File: src/rtl/hb_pwm_pkg.sv
package hb_pwm_pkg;
  localparam int unsigned NCMP = 3;

  typedef struct packed {
    logic inv;
    logic hs_off;
    logic load;
    logic dir;
    logic bridge;
    logic en;
  } ctrl_t;

  localparam logic [5:0] CTRL_RST = 6'h12;

  localparam logic [2:0] A_CTRL = 3'd0;
  localparam logic [2:0] A_PER  = 3'd1;
  localparam logic [2:0] A_CMP0 = 3'd2;
  localparam logic [2:0] A_DLY  = 3'd5;
  localparam logic [2:0] A_CLR  = 3'd6;
endpackage

File: src/rtl/hb_regs.sv
module hb_regs
  import hb_pwm_pkg::*;
#(
  parameter int unsigned CW = 16
) (
  input  logic                     clk_i,
  input  logic                     rst_ni,
  input  logic                     wr_en_i,
  input  logic [2:0]               addr_i,
  input  logic [CW-1:0]            wdata_i,
  input  logic                     trip_i,
  output ctrl_t                    ctrl_o,
  output logic [CW-1:0]            period_o,
  output logic [NCMP-1:0][CW-1:0]  cmp_o,
  output logic [CW-1:0]            dly_o,
  output logic                     trip_act_o,
  output logic                     irq_o
);
  logic trip_q;
  logic clr_wr;

  assign clr_wr = wr_en_i && (addr_i == A_CLR);

  always_ff @(posedge clk_i or negedge rst_ni) begin
    if (!rst_ni) begin
      ctrl_o   <= ctrl_t'(CTRL_RST);
      period_o <= '0;
      dly_o    <= '0;
    end else if (wr_en_i) begin
      if (addr_i == A_CTRL) ctrl_o   <= ctrl_t'(wdata_i[5:0]);
      if (addr_i == A_PER)  period_o <= wdata_i;
      if (addr_i == A_DLY)  dly_o    <= wdata_i;
    end
  end

  for (genvar g = 0; g < NCMP; g++) begin : g_cmp
    localparam logic [2:0] ADDR = A_CMP0 + 3'(g);
    always_ff @(posedge clk_i or negedge rst_ni) begin
      if (!rst_ni)                        cmp_o[g] <= '0;
      else if (wr_en_i && addr_i == ADDR) cmp_o[g] <= wdata_i;
    end
  end

  // trip sampled once; set beats clear
  always_ff @(posedge clk_i or negedge rst_ni) begin
    if (!rst_ni) begin
      trip_q <= 1'b0;
      irq_o  <= 1'b0;
    end else begin
      trip_q <= trip_i;
      if (trip_q)      irq_o <= 1'b1;
      else if (clr_wr) irq_o <= 1'b0;
    end
  end

  assign trip_act_o = trip_q | irq_o;

  p_trip_sets_r10: assert property (@(posedge clk_i) disable iff (!rst_ni)
    trip_q |=> irq_o);
  p_irq_hold_r10: assert property (@(posedge clk_i) disable iff (!rst_ni)
    (irq_o && !clr_wr) |=> irq_o);
endmodule

File: src/rtl/hb_timer.sv
module hb_timer
  import hb_pwm_pkg::*;
#(
  parameter int unsigned CW = 16
) (
  input  logic                     clk_i,
  input  logic                     rst_ni,
  input  logic                     en_i,
  input  logic                     load_i,
  input  logic [CW-1:0]            period_i,
  input  logic [NCMP-1:0][CW-1:0]  cmp_usr_i,
  output logic                     hs_o,
  output logic                     ls_o
);
  logic [CW-1:0]           cnt_q;
  logic [NCMP-1:0][CW-1:0] cmp_act;
  logic                    ld_evt;

  always_ff @(posedge clk_i or negedge rst_ni) begin
    if (!rst_ni)                  cnt_q <= '0;
    else if (!en_i)               cnt_q <= '0;
    else if (cnt_q >= period_i)   cnt_q <= '0;
    else                          cnt_q <= cnt_q + 1'b1;
  end

  // reload exactly when the counter is about to go 0 -> 1
  assign ld_evt = en_i && load_i && (cnt_q == '0) && (period_i != '0);

  always_ff @(posedge clk_i or negedge rst_ni) begin
    if (!rst_ni)     cmp_act <= '0;
    else if (ld_evt) cmp_act <= cmp_usr_i;
  end

  assign hs_o = cnt_q < cmp_act[0];
  assign ls_o = (cnt_q >= cmp_act[1]) && (cnt_q < cmp_act[2]);

  p_wrap_r7: assert property (@(posedge clk_i) disable iff (!rst_ni)
    (en_i && cnt_q >= period_i) |=> (cnt_q == '0));
  p_idle_r7: assert property (@(posedge clk_i) disable iff (!rst_ni)
    (!en_i) |=> (cnt_q == '0));
  p_shadow_hold_r8: assert property (@(posedge clk_i) disable iff (!rst_ni)
    (!ld_evt) |=> $stable(cmp_act));
endmodule

File: src/rtl/hb_route.sv
module hb_route (
  input  logic       clk_i,
  input  logic       rst_ni,
  input  logic       en_i,
  input  logic       bridge_i,
  input  logic       dir_i,
  input  logic       hs_off_i,
  input  logic       inv_i,
  input  logic       trip_act_i,
  input  logic       hs_i,
  input  logic       ls_i,
  output logic [3:0] pwm_o
);
  logic [3:0] routed;
  logic [3:0] pwm_d;
  logic       safe;
  logic       normal;

  assign safe   = trip_act_i || !en_i || !bridge_i;
  assign normal = !safe && !hs_off_i;
  assign routed = dir_i ? {2'b00, ls_i, hs_i} : {ls_i, hs_i, 2'b00};

  always_comb begin
    if (safe)          pwm_d = 4'hF;
    else if (hs_off_i) pwm_d = 4'b0101;
    else               pwm_d = inv_i ? ~routed : routed;
  end

  always_ff @(posedge clk_i or negedge rst_ni) begin
    if (!rst_ni) pwm_o <= 4'hF;
    else         pwm_o <= pwm_d;
  end

  p_off_high_r2: assert property (@(posedge clk_i) disable iff (!rst_ni)
    (!en_i) |=> (pwm_o == 4'hF));
  p_trip_safe_r10: assert property (@(posedge clk_i) disable iff (!rst_ni)
    trip_act_i |=> (pwm_o == 4'hF));
  p_hs_off_r4: assert property (@(posedge clk_i) disable iff (!rst_ni)
    (!safe && hs_off_i) |=> (pwm_o == 4'b0101));
  p_park_r5: assert property (@(posedge clk_i) disable iff (!rst_ni)
    (normal && !inv_i) |=> ($past(dir_i) ? (pwm_o[3:2] == 2'b00) : (pwm_o[1:0] == 2'b00)));
  p_park_inv_r6: assert property (@(posedge clk_i) disable iff (!rst_ni)
    (normal && inv_i) |=> ($past(dir_i) ? (pwm_o[3:2] == 2'b11) : (pwm_o[1:0] == 2'b11)));
endmodule

File: src/rtl/hb_adc_trig.sv
module hb_adc_trig #(
  parameter int unsigned CW = 16
) (
  input  logic          clk_i,
  input  logic          rst_ni,
  input  logic          ls_i,
  input  logic [CW-1:0] dly_i,
  output logic          conv_o
);
  logic          ls_q;
  logic          armed;
  logic [CW-1:0] elapsed;
  logic          rise;

  assign rise = ls_i && !ls_q;

  always_ff @(posedge clk_i or negedge rst_ni) begin
    if (!rst_ni) begin
      ls_q    <= 1'b0;
      armed   <= 1'b0;
      elapsed <= '0;
      conv_o  <= 1'b0;
    end else begin
      ls_q   <= ls_i;
      conv_o <= 1'b0;
      if (rise) begin
        if (dly_i == '0) begin
          conv_o <= 1'b1;
          armed  <= 1'b0;
        end else begin
          armed   <= 1'b1;
          elapsed <= CW'(1);
        end
      end else if (armed) begin
        if (!ls_i) begin
          armed <= 1'b0;
        end else if (elapsed == dly_i) begin
          conv_o <= 1'b1;
          armed  <= 1'b0;
        end else begin
          elapsed <= elapsed + 1'b1;
        end
      end
    end
  end

  p_single_pulse_r9: assert property (@(posedge clk_i) disable iff (!rst_ni)
    conv_o |=> !conv_o);
  p_pulse_in_window_r9: assert property (@(posedge clk_i) disable iff (!rst_ni)
    conv_o |-> $past(ls_i));
endmodule

File: src/rtl/hbridge_pwm.sv
module hbridge_pwm
  import hb_pwm_pkg::*;
#(
  parameter int unsigned CW = 16
) (
  input  logic          clk_i,
  input  logic          rst_ni,
  input  logic          wr_en_i,
  input  logic [2:0]    addr_i,
  input  logic [CW-1:0] wdata_i,
  input  logic          trip_i,
  output logic [3:0]    pwm_o,
  output logic          conv_start_o,
  output logic          trip_irq_o
);
  ctrl_t                   ctrl;
  logic [CW-1:0]           period;
  logic [CW-1:0]           dly;
  logic [NCMP-1:0][CW-1:0] cmp_usr;
  logic                    trip_act;
  logic                    hs;
  logic                    ls;

  hb_regs #(.CW(CW)) i_regs (
    .clk_i, .rst_ni, .wr_en_i, .addr_i, .wdata_i, .trip_i,
    .ctrl_o(ctrl), .period_o(period), .cmp_o(cmp_usr), .dly_o(dly),
    .trip_act_o(trip_act), .irq_o(trip_irq_o)
  );

  hb_timer #(.CW(CW)) i_timer (
    .clk_i, .rst_ni, .en_i(ctrl.en), .load_i(ctrl.load),
    .period_i(period), .cmp_usr_i(cmp_usr), .hs_o(hs), .ls_o(ls)
  );

  hb_route i_route (
    .clk_i, .rst_ni, .en_i(ctrl.en), .bridge_i(ctrl.bridge), .dir_i(ctrl.dir),
    .hs_off_i(ctrl.hs_off), .inv_i(ctrl.inv), .trip_act_i(trip_act),
    .hs_i(hs), .ls_i(ls), .pwm_o
  );

  hb_adc_trig #(.CW(CW)) i_adc_trig (
    .clk_i, .rst_ni, .ls_i(ls && ctrl.en), .dly_i(dly), .conv_o(conv_start_o)
  );
endmodule

File: config.mk
export PLATFORM = sky130hd
export DESIGN_NAME = hbridge_pwm
export DESIGN_NICKNAME = d
export VERILOG_FILES = /design/src/rtl/hb_pwm_pkg.sv /design/src/rtl/hb_regs.sv /design/src/rtl/hb_timer.sv /design/src/rtl/hb_route.sv /design/src/rtl/hb_adc_trig.sv /design/src/rtl/hbridge_pwm.sv
export SDC_FILE = /design/constraint.sdc
export NUM_CORES = 1
export LEC_CHECK = 0
export BUFFER_PORTS_ARGS = -buffer_cell sky130_fd_sc_hd__buf_2
export CAP_MARGIN = 30
export CORE_MARGIN = 5
export CORE_UTILIZATION = 45
export DETAILED_ROUTE_END_ITERATION = 16
export HOLD_SLACK_MARGIN = 0.15
export PLACE_DENSITY = 0.61
export SLEW_MARGIN = 20
export SYNTH_ARGS = -nofsm -noshare
export SYNTH_HDL_FRONTEND = slang
export SYNTH_SLANG_ARGS = --single-unit
File: constraint.sdc
create_clock -name clk_i -period 3.3 [get_ports clk_i]
set_input_delay 0.66 -clock clk_i [delete_from_list [all_inputs] [get_ports clk_i]]
set_output_delay 0.66 -clock clk_i [all_outputs]
set_load 0.01 [all_outputs]
==> results by group, run 1 <==
Critical path
  – CP Max Fanout: 15
  – Critical path arrival: 3210 ps
  – R2R depth: 10
  – Critical path class: reg -> reg
  – CP Launch Point: i_timer.cnt_q[0]
  – Setup slack, reg-to-reg: 410 ps
  – Reg-to-Reg End: i_adc_trig.elapsed[12]
  – Crit end category: flop
  – Startpoint types: flop
  – Worst setup path endpoint: i_adc_trig.elapsed[12]
  – Worst EP required: 3620 ps
  – FF-to-FF Start: i_timer.cnt_q[0]

Power
  – Leak: 4.559 nW
  – P per Cell Area: 653.7 nW/µm²
  – VDD IR max: 0.4522 mV

Floorplanning
  – Die Span Y: 149.6 µm
  – Core footprint: 19,330 µm²
  – FP Rows: 51
  – Die width: 149.6 µm
  – # IOs: 29
  – Starting Density: 45.34%
  – DIE AREA: 22,370 µm²

Clock network
  – Worst-skew pair later-pin latency: 440 ps
  – Cts repair resizes: 0
  – CTS tree: yes
  – TritonCTS Sinks: 175
  – TritonCTS Buffers: 17
  – # Post-CTS Setup Buffers: 0
  – CTS Hold Bufs: 0
  – Clock buffer depth: 2
  – CTS clk-pin slew, worst paths: 70 ps
  – CTS H-tree lvls: 4
  – CTS Root Cell: clkbuf_16

Drt
  – Total routed wirelength: 20,260 µm
  – DRT Pass-1 Iters: 4
  – Antenna-violating nets left: 0
  – Starting DRT DRC Count: 429
  – DR WL/cell: 17.73 µm
  – DRC viols: 0
  – Vias: 5,959
  – DR vias/cell: 5.213

STA
  – Worst Tran Pin Value: 812.9 ps
  – Clock skew: 11.86 ps
  – Unrepaired setup endpoints after global routing: false
  – Final period util: 87.47%
  – Setup TNS Final: 0 ps
  – Endpoints failing setup: 0
  – Slew HR: 45.31%
  – Slew Viols, Final: 0
  – Max Clk Rate: 0.3464 GHz
  – Fin. Hold Viols: 0
  – Fin crit period: 2886 ps
  – Hold_ws: 222.9 ps

Global route
  – Overflow after GRT: 0
  – Largest net degree at the start of global routing: 72
  – Busiest grt layer: met2
  – GRT met2 Usage: 30.41%
  – M1 GR Usage: 27.33%
  – Initial antenna violation count: 1
  – Tot GR Track Use: 19.55%
  – First-pass GRT wire length: 33,600 µm
  – Met3 usage: 4.876%
  – Number of global-route vias before repair: 6,034

Layout
  – Fin nets: 953
  – Register Area: 4387 µm²
  – Area delta synth->final: 13.30%
  – Cell area after layout: 9932 µm²
  – Inserted Diodes: 0
  – Area of the multi-input gates: 4003 µm²
  – Share of layout cells above drive strength 1: 18.56%
  – Fill count: 1,736
  – Utilization after layout: 51.37%

Yosys
  – Synth cell count leaders: dfrtp_1 (169), nand2_1 (83), inv_1 (78), mux2_2 (73), o21ai_0 (72)
  – Top cells by area, synth: dfrtp_1 (48%), mux2_2 (9.4%), ha_1 (9.3%), o21ai_0 (4.1%), nand2_1 (3.6%)
  – Netlist Area Pre-Place: 8766 µm²
  – Sequential fraction of the synthesis area: 50.04%
  – Cells after synthesis: 827
  – Post-synthesis cell type count: 54
  – EDFF count, synth: 0
  – FF+latch count, synth: 175
  – Most frequent cell after synthesis: dfrtp_1
  – Post-synthesis area per instance: 10.60 µm²
  – Asr flop ratio synth: 100.0%
  – Share of the synthesized area in the top cell type: 48.24%
  – Largest area contributor in the netlist: dfrtp_1
  – Yosys warns: 0
  – Synth Net Count: 915
  – Post-synth top flop: dfrtp_1

Min path
  – Hold Path Class: in -> async

Flow run
  – Max_cap viols: 0

Placed design
  – Port bufs: 28
  – Placed Area: 9318 µm²
  – Detail Placement HPWL: 14,470 µm
  – Routability Congestion: 0.8367

Run status
  – Status: finished, final reports clean
[power by group]
part           total (W)  switching (W)  internal, W
Clock            0.00210       0.000870      0.00123
Combinational    0.00147       0.000841     0.000626
Sequential       0.00292       0.000265      0.00266
[registers in the layout, summed over array words and instances, names as in the netlist]
register,count
i_regs.dly_o,16
i_regs.cmp_o,48
i_regs.ctrl_o,6
i_timer.cmp_act,48
i_adc_trig.armed,1
i_regs.irq_o,1
i_route.pwm_o,4
i_adc_trig.ls_q,1
i_adc_trig.conv_o,1
i_regs.trip_q,1
i_timer.cnt_q,16
i_regs.period_o,16
i_adc_trig.elapsed,16
[critical path: stages (launching register included)]
cell and delay (ps):
dfrtp_1 440, inv_1 210, ha_1 270, nand2b_1 130, a2111oi_0 550, nor3_1 160, nor4_4 300, nor2_2 70
buf_4 200, and2_4 210, a31o_1 230
[routing by layer]
layer	share of wire [%]	vias up
met5	0.064	-
met4	1.5	2
met3	4.8	24
met2	46	98
met1	48	2865
li1	-	2970
[through the flow]
stage	power (W)	setup WS (ps)	cells
after detailed placement	0.004420	449.5	1111
after global routing	0.006915	223.0	1143
after CTS	0.006556	436.0	1143
after floorplan	0.003910	763.6	827
final	0.006492	413.5	1143
after global placement	0.004381	511.8	1110
[cell usage in the layout, fill, tap and decap left out, types with 12 or more instances in the layout]
cell and count:
mux2_2 73, nor2_1 41, ha_1 65, a21o_1 12
clkbuf_16 17, buf_4 13, nand3_1 16, nand2_1 83
buf_2 27, xor2_1 26, a21oi_1 30, o21ai_0 72
dfrtp_1 169, nor4_1 17, inv_1 78
[final cells by class]
cell class	instances	share of cell area, %
clock inverter	12	1.587
clock buffer	20	4.598
inverter	78	2.948
timing repair buffer	44	3.061
sequential	175	44.17
tap	265	3.338
multi-input combinational	549	40.30
[cells by family (layout without fill, tap and decap cells)]
| logic type | Yosys count | after routing | share of synthesized area, % |
|---|---|---|---|
| adder cells (fa/ha/maj) | 65 | 65 | 9.278 |
| AND/OR/NAND/NOR | 217 | 217 | 12.26 |
| multiplexers | 73 | 73 | 9.378 |
| AO/OA/AOI/OAI | 162 | 162 | 11.32 |
| XOR/XNOR | 32 | 32 | 3.197 |
| flip-flops | 175 | 175 | 50.04 |
| buffers and inverters | 103 | 154 | 4.525 |
[worst min-delay path by stage]
stage | slack (ps) | to
3_5_place_dp | 450 | i_regs.irq_o
6_report | 220 | i_adc_trig.elapsed[5]
4_1_cts | 260 | i_adc_trig.elapsed[6]
5_1_grt | 280 | i_adc_trig.elapsed[6]
3_3_place_gp | 450 | i_timer.cmp_act[21]
2_1_floorplan | 360 | i_adc_trig.armed
Power figures use the tool's default switching activity.
==> inputs of run 2 (changes only) <==
--- a/config.mk
+++ b/config.mk
@@ -13,3 +13,2 @@
 export HOLD_SLACK_MARGIN = 0.15
-export PLACE_DENSITY = 0.61
 export SLEW_MARGIN = 20
--- a/constraint.sdc
+++ b/constraint.sdc
@@ -3,2 +3,2 @@
 set_output_delay 0.66 -clock clk_i [all_outputs]
-set_load 0.01 [all_outputs]
+set_load 0.02 [all_outputs]
==> results by group, run 2 (synthesis gave the netlist of run 1 again) <==
Run status
  – Status: finished, final reports clean

Floorplanning
  – Die width: 149.6 µm
  – Starting Density: 45.34%
  – Die Span Y: 149.6 µm
  – FP Rows: 51
  – DIE AREA: 22,370 µm²
  – # IOs: 29
  – Core footprint: 19,330 µm²

Power
  – Leak: 4.604 nW
  – P per Cell Area: 658.8 nW/µm²
  – P_int: 0.004612 W
  – Switching Share: 29.93%
  – Switching power: 0.001970 W
  – Clk pwr share: 33.6%
  – Part of the power in combinational logic: 22.0%
  – VDD IR max: 0.3617 mV
  – Sequential Power Share: 44.4%

Layout
  – Commonest non-fill, non-tap cells in the layout: dfrtp_1 (169), nand2_1 (83), inv_1 (78)
  – Area delta synth->final: 13.97%
  – Fin nets: 957
  – Commonest non-fill, non-tap cell in the layout: dfrtp_1
  – Share of layout cells above drive strength 1: 18.82%
  – Inserted Diodes: 0
  – Top flop regs: i_regs.cmp_o (48), i_timer.cmp_act (48)

Placed design
  – Pre-CTS WS: 363.4 ps
  – Routability Congestion: 0.8594
  – Detail Placement HPWL: 14,200 µm
  – Port bufs: 28

STA
  – Hold_ws: 335.0 ps
  – Final period util: 86.73%
  – Slew Viols, Final: 0
  – Slew HR: 45.02%
  – Worst Tran Pin Value: 817.1 ps
  – Setup TNS Final: 0 ps
  – Max Clk Rate: 0.3494 GHz
  – Fin. Hold Viols: 0
  – Fin crit period: 2862 ps
  – Endpoints failing setup: 0
  – Unrepaired setup endpoints after global routing: false
  – Clock skew: 10.97 ps
  – PnR worst setup slack: 437.9 ps

Global route
  – Initial antenna violation count: 1
  – Tot GR Track Use: 19.26%
  – First-pass GRT wire length: 33,350 µm
  – Largest net degree at the start of global routing: 86
  – Number of global-route vias before repair: 5,999
  – Overflow after GRT: 0

Drt
  – DR WL/cell: 17.55 µm
  – Vias: 6,003
  – DRT Pass-1 Iters: 4
  – DRC viols: 0
  – Total routed wirelength: 20,130 µm
  – DR vias/cell: 5.234
  – Antenna-violating nets left: 0
  – Starting DRT DRC Count: 432

Critical path
  – R2R depth: 9
  – Reg-to-Reg End: i_adc_trig.elapsed[6]
  – Crit-path slowest cell: a2111oi_0
  – Top delay family on crit path: compound AO/OA/AOI/OAI gates
  – Worst EP required: 3620 ps
  – Buf+Inv Stages, Crit Path: 1
  – CP Launch Point: i_timer.cnt_q[5]
  – FF-to-FF Start: i_timer.cnt_q[5]
  – Slowest stage delay, CP: 530 ps
  – Critical path class: reg -> reg
  – Worst setup path endpoint: i_adc_trig.elapsed[6]
  – Setup slack, reg-to-reg: 440 ps
  – Critical path arrival: 3180 ps
  – Startpoint types: flop
  – Worst path depth: 9
  – CP cell instances: ha_1 > a21o_1 > a2111oi_0 > or4_1 > o2111ai_2 > nor2_2 > buf_4 > a21oi_1 > a31o_1
  – Crit end category: flop
  – CP Max Fanout: 10

Clock network
  – CTS tree: yes
  – CTS H-tree lvls: 4
  – CTS Hold Bufs: 1
  – Cts repair resizes: 0
  – TritonCTS Sinks: 175
  – Clock buffer depth: 2
  – CTS clk-pin slew, worst paths: 70 ps
  – Worst-skew pair later-pin latency: 430 ps
  – CTS Root Cell: clkbuf_16
  – TritonCTS Buffers: 17
  – # Post-CTS Setup Buffers: 0

Flow run
  – Max_cap viols: 0

Min path
  – Hold Path Class: in -> reg
run 2: routing by layer:
metal / wire length [µm] / up-vias / track usage (%)
met3: 677 / 18 / 3.452
met1: 10010 / 2949 / 28.41
met4: 235 / 2 / 5.126
met5: 13 / - / 0
li1: - / 2970 / -
met2: 9193 / 64 / 29.41
run 2: worst min-delay path by stage:
| stage | cells past startpoint | from | slack (ps) | to |
|---|---|---|---|---|
| final | 1 | trip_i | 340 | i_regs.trip_q |
| after CTS | 1 | trip_i | 320 | i_regs.trip_q |
| after detailed placement | 1 | i_regs.trip_q | 450 | i_regs.irq_o |
| after global placement | 1 | i_regs.trip_q | 450 | i_regs.irq_o |
| after floorplan | 0 | rst_ni | 360 | i_adc_trig.armed |
| after global routing | 1 | trip_i | 310 | i_regs.trip_q |
run 2: area by class of cell:
class                           instances  area (µm²)
Clock inverter                         11       178.9
Clock buffer                           21       470.5
Inverter                               78       292.8
Tap cell                              265       331.6
Sequential cell                       175        4387
Timing Repair Buffer                   48       327.8
Fill cell                            1750        9344
Multi-Input combinational cell        549        4003
run 2: power by group through the flow:
stage | sequential [W] | clock, W | combinational, W
global placement | 0.00294 | 0 | 0.00142
detailed placement | 0.00296 | 0 | 0.00145
floorplan | 0.00287 | 0 | 0.00104
CTS | 0.00292 | 0.00226 | 0.00147
global route | 0.00298 | 0.00235 | 0.00168
finish | 0.00292 | 0.00221 | 0.00145
run 2: worst register-to-register path, cell delays in order (launching register included):
cell	delay, ps
dfrtp_1	470
ha_1	240
a21o_1	170
a2111oi_0	530
or4_1	230
o2111ai_2	210
nor2_2	430
buf_4	240
a21oi_1	70
a31o_1	180
run 2: metrics by stage:
stage	area (µm²)	std cells	total power, W	util, %
after floorplan	8766	827	0.003911	-
after global placement	9313	1112	0.004362	48.17
after detailed placement	9320	1113	0.004406	48.20
after CTS	9980	1146	0.006658	51.61
after global routing	9991	1147	0.007012	51.67
final	9991	1147	0.006582	51.67
==> inputs of run 3 (changes only) <==
Settings changed: PLACE_DENSITY_LB_ADDON set to 0.12.
==> results by group, run 3 (synthesis gave the netlist of run 1 again) <==
STA
  – Unrepaired setup endpoints after global routing: false
  – Final period util: 89.94%
  – Max Clk Rate: 0.3369 GHz
  – Fin. Hold Viols: 0
  – Clock skew: 10.56 ps
  – Slew Viols, Final: 0
  – Fin crit period: 2968 ps
  – Setup TNS Final: 0 ps
  – Endpoints failing setup: 0
  – Slew HR: 36.19%
  – Worst Tran Pin Value: 949.8 ps

Floorplanning
  – # IOs: 29
  – DIE AREA: 22,370 µm²
  – Die Span Y: 149.6 µm
  – FP Rows: 51
  – Core footprint: 19,330 µm²
  – Starting Density: 45.34%
  – Die width: 149.6 µm

Layout
  – Commonest non-fill, non-tap cells in the layout: dfrtp_1 (169), nand2_1 (83), inv_1 (78)
  – Share of layout cells above drive strength 1: 18.38%
  – Register Area: 4387 µm²
  – Area of the multi-input gates: 4006 µm²
  – Area delta synth->final: 13.29%
  – Fin nets: 951
  – Utilization after layout: 51.36%
  – Commonest non-fill, non-tap cell in the layout: dfrtp_1
  – Top flop regs: i_regs.cmp_o (48), i_timer.cmp_act (48)
  – Inserted Diodes: 0
  – Fill count: 1,742

Critical path
  – Critical path class: reg -> reg
  – CP Launch Point: i_timer.cnt_q[6]
  – FF-to-FF Start: i_timer.cnt_q[6]
  – Crit end category: flop
  – Critical path arrival: 3290 ps
  – R2R depth: 9
  – CP Max Fanout: 15
  – Reg-to-Reg End: i_adc_trig.elapsed[3]
  – Worst EP required: 3630 ps
  – Setup slack, reg-to-reg: 330 ps
  – Startpoint types: flop

Global route
  – Largest net degree at the start of global routing: 82
  – Tot GR Track Use: 19.95%
  – Overflow after GRT: 0
  – Number of global-route vias before repair: 6,277
  – First-pass GRT wire length: 34,430 µm
  – Initial antenna violation count: 0

Clock network
  – TritonCTS Buffers: 17
  – Clock buffer depth: 2
  – CTS Root Cell: clkbuf_16
  – CTS clk-pin slew, worst paths: 60 ps
  – # Post-CTS Setup Buffers: 0
  – TritonCTS Sinks: 175
  – CTS Hold Bufs: 0
  – Worst-skew pair later-pin latency: 430 ps
  – CTS tree: yes
  – Cts repair resizes: 0
  – CTS H-tree lvls: 4

Power
  – Leak: 4.571 nW
  – P per Cell Area: 660.3 nW/µm²
  – VDD IR max: 0.3543 mV
  – Tot Pwr: 0.006557 W

Drt
  – DRC viols: 0
  – Vias: 6,132
  – DR vias/cell: 5.374
  – DRT Pass-1 Iters: 5
  – DR WL/cell: 18.50 µm
  – Starting DRT DRC Count: 407
  – Antenna-violating nets left: 0
  – Total routed wirelength: 21,110 µm

Placed design
  – Routability Congestion: 0.9248
  – Detail Placement HPWL: 15,240 µm
  – Port bufs: 28

Flow run
  – Max_cap viols: 0

Run status
  – Status: finished, final reports clean

Min path
  – Hold Path Class: in -> async
-- run 3: how the worst max path moves through the flow --
| stage | endpoint | slack (ps) | cells past startpoint |
|---|---|---|---|
| global route | i_adc_trig.elapsed[9] | 120 | 9 |
| CTS | i_adc_trig.elapsed[3] | 250 | 9 |
| global placement | i_adc_trig.elapsed[3] | 310 | 9 |
| detailed placement | i_adc_trig.elapsed[3] | 250 | 9 |
| finish | i_adc_trig.elapsed[3] | 330 | 9 |
| floorplan | i_adc_trig.elapsed[10] | 760 | 9 |
-- run 3: final cells by class --
class | count | area share (%)
Clock buffer | 22 | 4.775
Timing Repair Buffer | 42 | 2.822
Tap cell | 265 | 3.339
Inverter | 78 | 2.948
Multi-Input combinational cell | 549 | 40.34
Clock inverter | 10 | 1.600
Sequential cell | 175 | 44.17
-- run 3: worst max-delay path: stages, from the launching register on --
cell       delay (ps)
dfrtp_1           550
ha_1              320
a21o_1            200
a2111oi_0         580
or4_1             230
o2111ai_2         180
nor2_2            130
buf_4             230
nand2_1           170
o31ai_1           270
-- run 3: routing by layer --
metal  part of all wire, %  global-route usage [%]  routed length, µm
met5                     0                       0                  0
met3                   3.8                   3.755                810
met4                   2.0                   6.957                414
met2                    46                   31.38               9732
met1                    48                   27.81              10160
-- run 3: where the power goes --
| part | leakage (nW) | internal (W) | switching [W] |
|---|---|---|---|
| Clock | 0.306 | 0.00133 | 0.000828 |
| Sequential | 2.18 | 0.00266 | 0.000275 |
| Combinational | 2.08 | 0.000620 | 0.000851 |
-- run 3: per-stage QoR --
stage               hold WS [ps]  cell area, µm²  std cells  setup slack (ps)
finish                     285.6            9931       1141             331.9
global route               328.6            9931       1141             120.7
CTS                        314.3            9920       1140             252.1
detailed placement         451.4            9286       1108             251.0
global placement           455.0            9275       1107             314.2
floorplan                  364.4            8766        827             763.6
